<file path="config.mk">
export PLATFORM = sky130hd
export DESIGN_NAME = ldret_merge
export DESIGN_NICKNAME = d
export VERILOG_FILES = /design/src/rtl/ldret_pkg.sv /design/src/rtl/ldret_rst_sync.sv /design/src/rtl/ldret_lane.sv /design/src/rtl/ldret_merge.sv
export SDC_FILE = /design/constraint.sdc
export NUM_CORES = 1
export LEC_CHECK = 0
export ABC_AREA = 1
export BUFFER_PORTS_ARGS = -buffer_cell sky130_fd_sc_hd__buf_2
export CELL_PAD_IN_SITES_DETAIL_PLACEMENT = 1
export CELL_PAD_IN_SITES_GLOBAL_PLACEMENT = 2
export CORE_ASPECT_RATIO = 0.5
export CORE_UTILIZATION = 23
export DETAILED_ROUTE_END_ITERATION = 7
export GPL_TIMING_DRIVEN = 1
export PLACE_DENSITY = 0.94
export SLEW_MARGIN = 20
export SYNTH_ARGS = -nofsm -noshare
export SYNTH_HDL_FRONTEND = slang
export SYNTH_SLANG_ARGS = --single-unit
export TNS_END_PERCENT = 5
</file>
<file path="constraint.sdc">
create_clock -name clk -period 4.8 [get_ports clk]
set_input_delay 1.44 -clock clk [delete_from_list [all_inputs] [get_ports clk]]
set_output_delay 1.44 -clock clk [all_outputs]
set_load 0.05 [all_outputs]
</file>
<file path="src/rtl/ldret_pkg.sv">
package ldret_pkg;
  typedef enum logic [1:0] {
    KIND_FULL    = 2'b00,
    KIND_HALF_LO = 2'b01,
    KIND_HALF_HI = 2'b10,
    KIND_RSVD    = 2'b11
  } load_kind_e;
endpackage

</file>
<file path="src/rtl/ldret_rst_sync.sv">
module ldret_rst_sync #(
  parameter int STAGES = 2
) (
  input  logic clk,
  input  logic arst_n,
  output logic srst_n
);
  logic [STAGES-1:0] chain_q;
  logic [STAGES-1:0] chain_d;

  always_comb begin
    chain_d = {chain_q[STAGES-2:0], 1'b1};
  end

  always_ff @(posedge clk or negedge arst_n) begin
    if (!arst_n) chain_q <= '0;
    else         chain_q <= chain_d;
  end

  assign srst_n = chain_q[STAGES-1];
endmodule

</file>
<file path="src/rtl/ldret_lane.sv">
module ldret_lane
  import ldret_pkg::*;
#(
  parameter int DW_BITS = 32
) (
  input  logic [1:0]           kind,
  input  logic                 to_shared,
  input  logic                 lane_on,
  input  logic [DW_BITS-1:0]   ret_word,
  input  logic [DW_BITS-1:0]   old_word,
  output logic [DW_BITS-1:0]   merged_word,
  output logic [DW_BITS/8-1:0] byte_en
);
  localparam int HALF = DW_BITS / 2;
  localparam int BPW  = DW_BITS / 8;
  localparam int HB   = BPW / 2;

  load_kind_e kind_e;
  assign kind_e = load_kind_e'(kind);

  always_comb begin
    merged_word = '0;
    byte_en     = '0;
    if (lane_on) begin
      if (to_shared) begin
        merged_word = ret_word;
        byte_en     = '1;
      end else begin
        case (kind_e)
          KIND_HALF_LO: begin
            merged_word = {old_word[DW_BITS-1:HALF], ret_word[HALF-1:0]};
            byte_en     = {{HB{1'b0}}, {HB{1'b1}}};
          end
          KIND_HALF_HI: begin
            merged_word = {ret_word[HALF-1:0], old_word[HALF-1:0]};
            byte_en     = {{HB{1'b1}}, {HB{1'b0}}};
          end
          default: begin
            merged_word = ret_word;
            byte_en     = '1;
          end
        endcase
      end
    end
  end
endmodule

</file>
<file path="src/rtl/ldret_merge.sv">
module ldret_merge
  import ldret_pkg::*;
#(
  parameter int NUM_DW  = 4,
  parameter int DW_BITS = 32,
  parameter int CNT_W   = 3
) (
  input  logic                          clk,
  input  logic                          rst_n,
  input  logic                          ret_valid,
  output logic                          ret_ready,
  input  logic [1:0]                    ret_kind,
  input  logic                          ret_to_shared,
  input  logic [CNT_W-1:0]              ret_count,
  input  logic [NUM_DW*DW_BITS-1:0]     ret_data,
  input  logic [NUM_DW*DW_BITS-1:0]     old_data,
  output logic                          wr_valid,
  output logic [NUM_DW*DW_BITS-1:0]     wr_data,
  output logic [NUM_DW*DW_BITS/8-1:0]   wr_be,
  output logic                          wr_to_shared
);
  localparam int BPW    = DW_BITS / 8;
  localparam int DATA_W = NUM_DW * DW_BITS;
  localparam int BE_W   = NUM_DW * BPW;

  logic rst_q_n;

  ldret_rst_sync #(.STAGES(2)) u_rst (
    .clk    (clk),
    .arst_n (rst_n),
    .srst_n (rst_q_n)
  );

  // handshake state
  logic ready_q, ready_d;
  logic accept;

  always_comb begin
    ready_d = 1'b1;
  end

  always_ff @(posedge clk or negedge rst_q_n) begin
    if (!rst_q_n) ready_q <= 1'b0;
    else          ready_q <= ready_d;
  end

  assign ret_ready = ready_q;
  assign accept    = ret_valid & ready_q;

  // word count clamp and lane mask
  logic [CNT_W-1:0]  eff_cnt;
  logic [NUM_DW-1:0] lane_on;

  always_comb begin
    if (ret_count > CNT_W'(NUM_DW)) eff_cnt = CNT_W'(NUM_DW);
    else                            eff_cnt = ret_count;
  end

  logic [DATA_W-1:0] lane_data;
  logic [BE_W-1:0]   lane_be;

  for (genvar gi = 0; gi < NUM_DW; gi++) begin : g_lane
    assign lane_on[gi] = (CNT_W'(gi) < eff_cnt);

    ldret_lane #(.DW_BITS(DW_BITS)) u_lane (
      .kind        (ret_kind),
      .to_shared   (ret_to_shared),
      .lane_on     (lane_on[gi]),
      .ret_word    (ret_data[gi*DW_BITS +: DW_BITS]),
      .old_word    (old_data[gi*DW_BITS +: DW_BITS]),
      .merged_word (lane_data[gi*DW_BITS +: DW_BITS]),
      .byte_en     (lane_be[gi*BPW +: BPW])
    );
  end

  // output stage next state
  logic              wv_d, wv_q;
  logic [DATA_W-1:0] wd_d, wd_q;
  logic [BE_W-1:0]   wb_d, wb_q;
  logic              ws_d, ws_q;
  logic              load_en;

  assign load_en = accept;

  always_comb begin
    wv_d = accept && (eff_cnt != '0);
    wd_d = wd_q;
    wb_d = wb_q;
    ws_d = ws_q;
    if (load_en) begin
      wd_d = lane_data;
      wb_d = lane_be;
      ws_d = ret_to_shared;
    end
  end

  always_ff @(posedge clk or negedge rst_q_n) begin
    if (!rst_q_n) begin
      wv_q <= 1'b0;
      wd_q <= '0;
      wb_q <= '0;
      ws_q <= 1'b0;
    end else begin
      wv_q <= wv_d;
      wd_q <= wd_d;
      wb_q <= wb_d;
      ws_q <= ws_d;
    end
  end

  assign wr_valid     = wv_q;
  assign wr_data      = wd_q;
  assign wr_be        = wb_q;
  assign wr_to_shared = ws_q;
endmodule

</file>
* Yosys cells after proc, flatten, opt, wreduce, memory -nomap -nowiden
Index checks and enable logic that the tools add are counted.
** Storage, ports and cells
- Register bits :: 149
- Output and inout bits :: 147
** Cells by class
- $lt $le $gt $ge :: 5
- Equality and inequality tests :: 2
- Mux-type cells :: 19
- Bitwise operators :: 1
- Reductions and logical operators :: 2
** Operators by type and width (number)
- 32-bit 2-to-1 mux :: 8
- 32-bit one-hot mux with 2 select lines :: 4
- 4-bit 2-to-1 mux :: 5
- 4-bit one-hot mux with 2 select lines :: 1
- 1-bit by 3-bit < comparator with 1-bit output, first input constant :: 2
- 2-bit by 3-bit < comparator with 1-bit output, first input constant :: 2
- 3-bit > comparator, second input constant :: 1
- 3-bit 2-to-1 mux :: 1
- 3-bit nonzero test :: 1
- 2-bit by 1-bit == test with 1-bit output, second input constant :: 1
- 2-bit == test, second input constant :: 1
- 1-bit bitwise AND :: 1
- 1-bit logical AND :: 1

* Longest topological paths before layout
- Depth after elaboration :: 4
- Gate-level depth with buffers :: 10
- Depth with buffers taken out :: 8

* By module
A second synthesis with hierarchy kept.
** Unflattened totals
- Cells, all modules :: 1267
- Area, all modules :: 9211.3 µm²
** Modules (own cells, without submodules)
- ldret_merge :: times used 1, cells each 640, area each 6149.6 µm², sequential area each 3678.5 µm²
- ldret_lane :: times used 4, cells each 156, area each 752.0 µm², sequential area each 0.0 µm²
- ldret_rst_sync :: times used 1, cells each 3, area each 53.8 µm², sequential area each 50.0 µm²

* Least setup slack after synthesis
No wires, ideal clock.
- Kind :: input to register
- From :: input port ret_kind[0]
- To :: register wd_q[32] (netlist: wr_data[32])
- Setup time :: 0.118 ns
- Arrival :: 2.487 ns
- Required time :: 4.682 ns
- Setup slack :: 2.195 ns
- Stages :: 9
- Path buffers :: 1
- Cells stage by stage :: inv_1 ha_1 nor2_4 nand2_2 buf_1 nand2_1 nand2_1 nand2_1 nand2_1
** On the way
- Word-level cells in the longest chain between the ends :: 4
** Ends and longest elaborated chain
- from (decl) :: RTL line ldret_merge.sv:12 : input logic [1:0] ret_kind,
- 2-bit == test or 2-bit by 1-bit == test with 1-bit output (tied branches) :: RTL line ldret_lane.sv:29 : case (kind_e)
- 32-bit one-hot mux with 2 select lines (*) :: RTL line ldret_lane.sv:29
- 32-bit 2-to-1 mux (*) :: RTL line ldret_lane.sv:25 : if (to_shared) begin
- 32-bit 2-to-1 mux (*) :: RTL line ldret_lane.sv:24 : if (lane_on) begin
- to (signal assigned) :: RTL line ldret_merge.sv:105 : wd_q <= wd_d;
- to (decl) :: RTL line ldret_merge.sv:78 : logic [DATA_W-1:0] wd_d, wd_q;
Mark *: on every way between the ends. The rest lies on a longest branch, timed or not.
A chain may end at the register's enable or synchronous reset.

* Worst setup path after layout
- From :: input port ret_valid
- To :: register ws_q (netlist: wr_to_shared)
** On the way
- Word-level cells in the longest chain between the ends :: 1
** Ends and longest elaborated chain
- from (decl) :: RTL line ldret_merge.sv:10 : input logic ret_valid,
- 1-bit bitwise AND :: RTL line ldret_merge.sv:48 : assign accept = ret_valid & ready_q;
- to (signal assigned) :: RTL line ldret_merge.sv:107 : ws_q <= ws_d;
- to (decl) :: RTL line ldret_merge.sv:80 : logic ws_d, ws_q;
Every way passes these cells.

==> results_dict.tcl <==
set metrics [dict create \
    run_status "finished clean" \
    yosysWarnings 0 \
    start_util 0.236 \
    yosys_register_bits 141 \
    postCtsSetupBuffers 0 \
    rsz0062_at_grt "no" \
    regToRegSetupSlack_ns 2.58 \
    vias 9280 \
    ff2ff_path_depth 3 \
    dp_hpwl_mm 26.8 \
    worstReg2RegEnd "wr_to_shared" \
    synth_edf_count 0 \
    drt-pass1-iter-count 5 \
    cap_violations 0 \
    fin_area_um2 11100 \
    cp.arrival_ns 3.17 \
    wire_per_inst_um 17.3 \
    power_density_nw_per_um2 367 \
    io_pins 412 \
    cts.path.max_buffers 2 \
    die_w_um 269 \
    cts_tree "done" \
    worstSetupPathType "in2reg" \
    antenna_found_initial 14 \
    fmax_mhz 346 \
    avgSynthCellArea_um2 6.33 \
    drt-initial-drc-count 510 \
    syn-cell-area_um2 8200 \
    die_y_um 136 \
    grt_use_total 0.203 \
    layout_commonest_cell "nand2_1" \
    synth_seq_area_share 0.430 \
    via_per_inst 4.30 \
    rows 48 \
    wl_mm 37.3 \
    synthArstFlopShare 1.00 \
    drive_above_1_share 0.273 \
    clk_latency_ns 0.43 \
    grt_pass1_vias 9373 \
    grt_pass1_wl_mm 55.5 \
    cts_hold_buffers 0 \
    portBuffers 411 \
    cts.clk_slew.worst_paths_ns 0.06 \
    post-route-period-util 0.602 \
    end_kind "flip-flop" \
    yosys.area.top_type "dfrtp_1" \
    hold_class "reg2async" \
    synth_top_area_frac 0.430 \
    finalNetCount 1926 \
    synthCells 1295 \
    route.detailed.drc 0 \
    cts_buffers 17 \
    cts-root-buf "clkbuf_16" \
    relSlewSlack 0.436 \
    dieArea_um2 36500 \
    core_area_um2 34800 \
    ir_drop_mv 0.177 \
    tns_ns 0 \
    critPathLaunchType "input pin" \
    worstMarginPinSlew_ns 0.846 \
    clock_skew_ns 0.00554 \
    cts-resized-gates 0 \
    synthTopCellsByArea "dfrtp_1 (43%), nand2_1 (37%), nor2_1 (4.5%), inv_1 (3.3%), buf_2 (3.2%)" \
    min_period_ns 2.89 \
    worstPathRequired_ns 5.08 \
    dominantRegCellSynth "dfrtp_1" \
    final_cell_mix "nand2_1 (817), buf_2 (411), dfrtp_1 (140)" \
    clock-sinks 141 \
    grt_start_max_net_pins 105 \
    r2r-start "ret_ready" \
    utilization 0.319 \
    grt_overflow 0 \
    p_leak_nw 6.83 \
    dp_cells 2114 \
    synthDistinctLibCells 20 \
    ant_nets 0 \
    post_dp_cell_area_um2 10600 \
    instances_no_fill 2158 \
    setup_viol 0 \
    gp_congestion 0.866 \
    htreeDepth 4 \
    hold_violations 0 \
    slew_viol_final 0 \
    area_delta_synth_final_pct 35.3 \
    cp_max_fo 72 \
]
==> report_power, final <==
part | switching [mW] | internal [mW] | total (mW)
combinational | 1.09 | 0.344 | 1.43
clock | 0.528 | 0.663 | 1.19
sequential | 0.102 | 1.35 | 1.45
==> cell usage after synthesis (2+ instances only) <==
| cell | n |
|---|---|
| clkbuf_1 | 13 |
| inv_2 | 2 |
| ha_1 | 3 |
| buf_4 | 13 |
| dfrtp_1 | 141 |
| nor2_1 | 99 |
| inv_1 | 73 |
| nand2_1 | 817 |
| buf_2 | 52 |
| nand3b_1 | 32 |
| buf_1 | 3 |
| nand3_1 | 32 |
| nand2_2 | 2 |
| o21ai_0 | 7 |
==> registers in the layout (all words and copies together) (netlist names) <==
register and cells:
wr_data 128, wr_to_shared 1, wr_be 8, ret_ready 1, wr_valid 1, u_rst.chain_q 2
==> cells by family after synthesis <==
group / after synthesis / synth area share
other: 1 / 0.000457
AO/OA/AOI/OAI: 8 / 0.00534
adder cells (fa/ha/maj): 3 / 0.00458
flip-flops: 141 / 0.430
AND/OR/NAND/NOR: 985 / 0.473
buffers and inverters: 157 / 0.0867
==> layout make-up <==
cell class                 instances  area (um2)
tap                              475         594
sequential                       141        3530
inverter                          75         282
antenna                           15        37.5
fill                            4570       23700
clock inverter                     3        15.0
timing repair buffer             425        2190
multi-input combinational        998        3970
clock buffer                      26         469
==> critical path, cell delays in order <==
cell	delay, ns
buf_2	0.12
nand2_4	0.60
buf_4	0.79
o21ai_0	0.16
==> worst max path at each step <==
| stage | start | end | slack, ns | cells past startpoint |
|---|---|---|---|---|
| finish | ret_valid | wr_to_shared | 1.91 | 4 |
| global route | ret_valid | wr_to_shared | 1.75 | 4 |
| CTS | ret_valid | wr_data[94] | 1.91 | 5 |
| detailed placement | ret_valid | wr_data[94] | 1.44 | 5 |
| global placement | ret_valid | wr_to_shared | 1.51 | 4 |
| floorplan | u_rst.chain_q[1] | ret_ready | 0.58 | 0 |
==> layer usage <==
layer	routed length (um)	vias up	part of all wire	track usage
met3	982	67	0.026	0.0287
met2	19700	167	0.53	0.358
met5	12	-	0.00032	0
met4	1310	2	0.035	0.104
li1	-	4571	-	-
met1	15200	4473	0.41	0.241
==> metrics by stage <==
step | total power [mW] | worst slack, ns | hold slack [ns]
3_3_place_gp | 2.89 | 1.51 | 0.335
6_report | 4.07 | 1.91 | 0.318
4_1_cts | 4.12 | 1.91 | 0.342
2_1_floorplan | 2.44 | 0.581 | 0.331
5_1_grt | 4.26 | 1.75 | 0.365
3_5_place_dp | 2.91 | 1.44 | 0.336
Note: power is estimated with default switching activity, not from simulation.
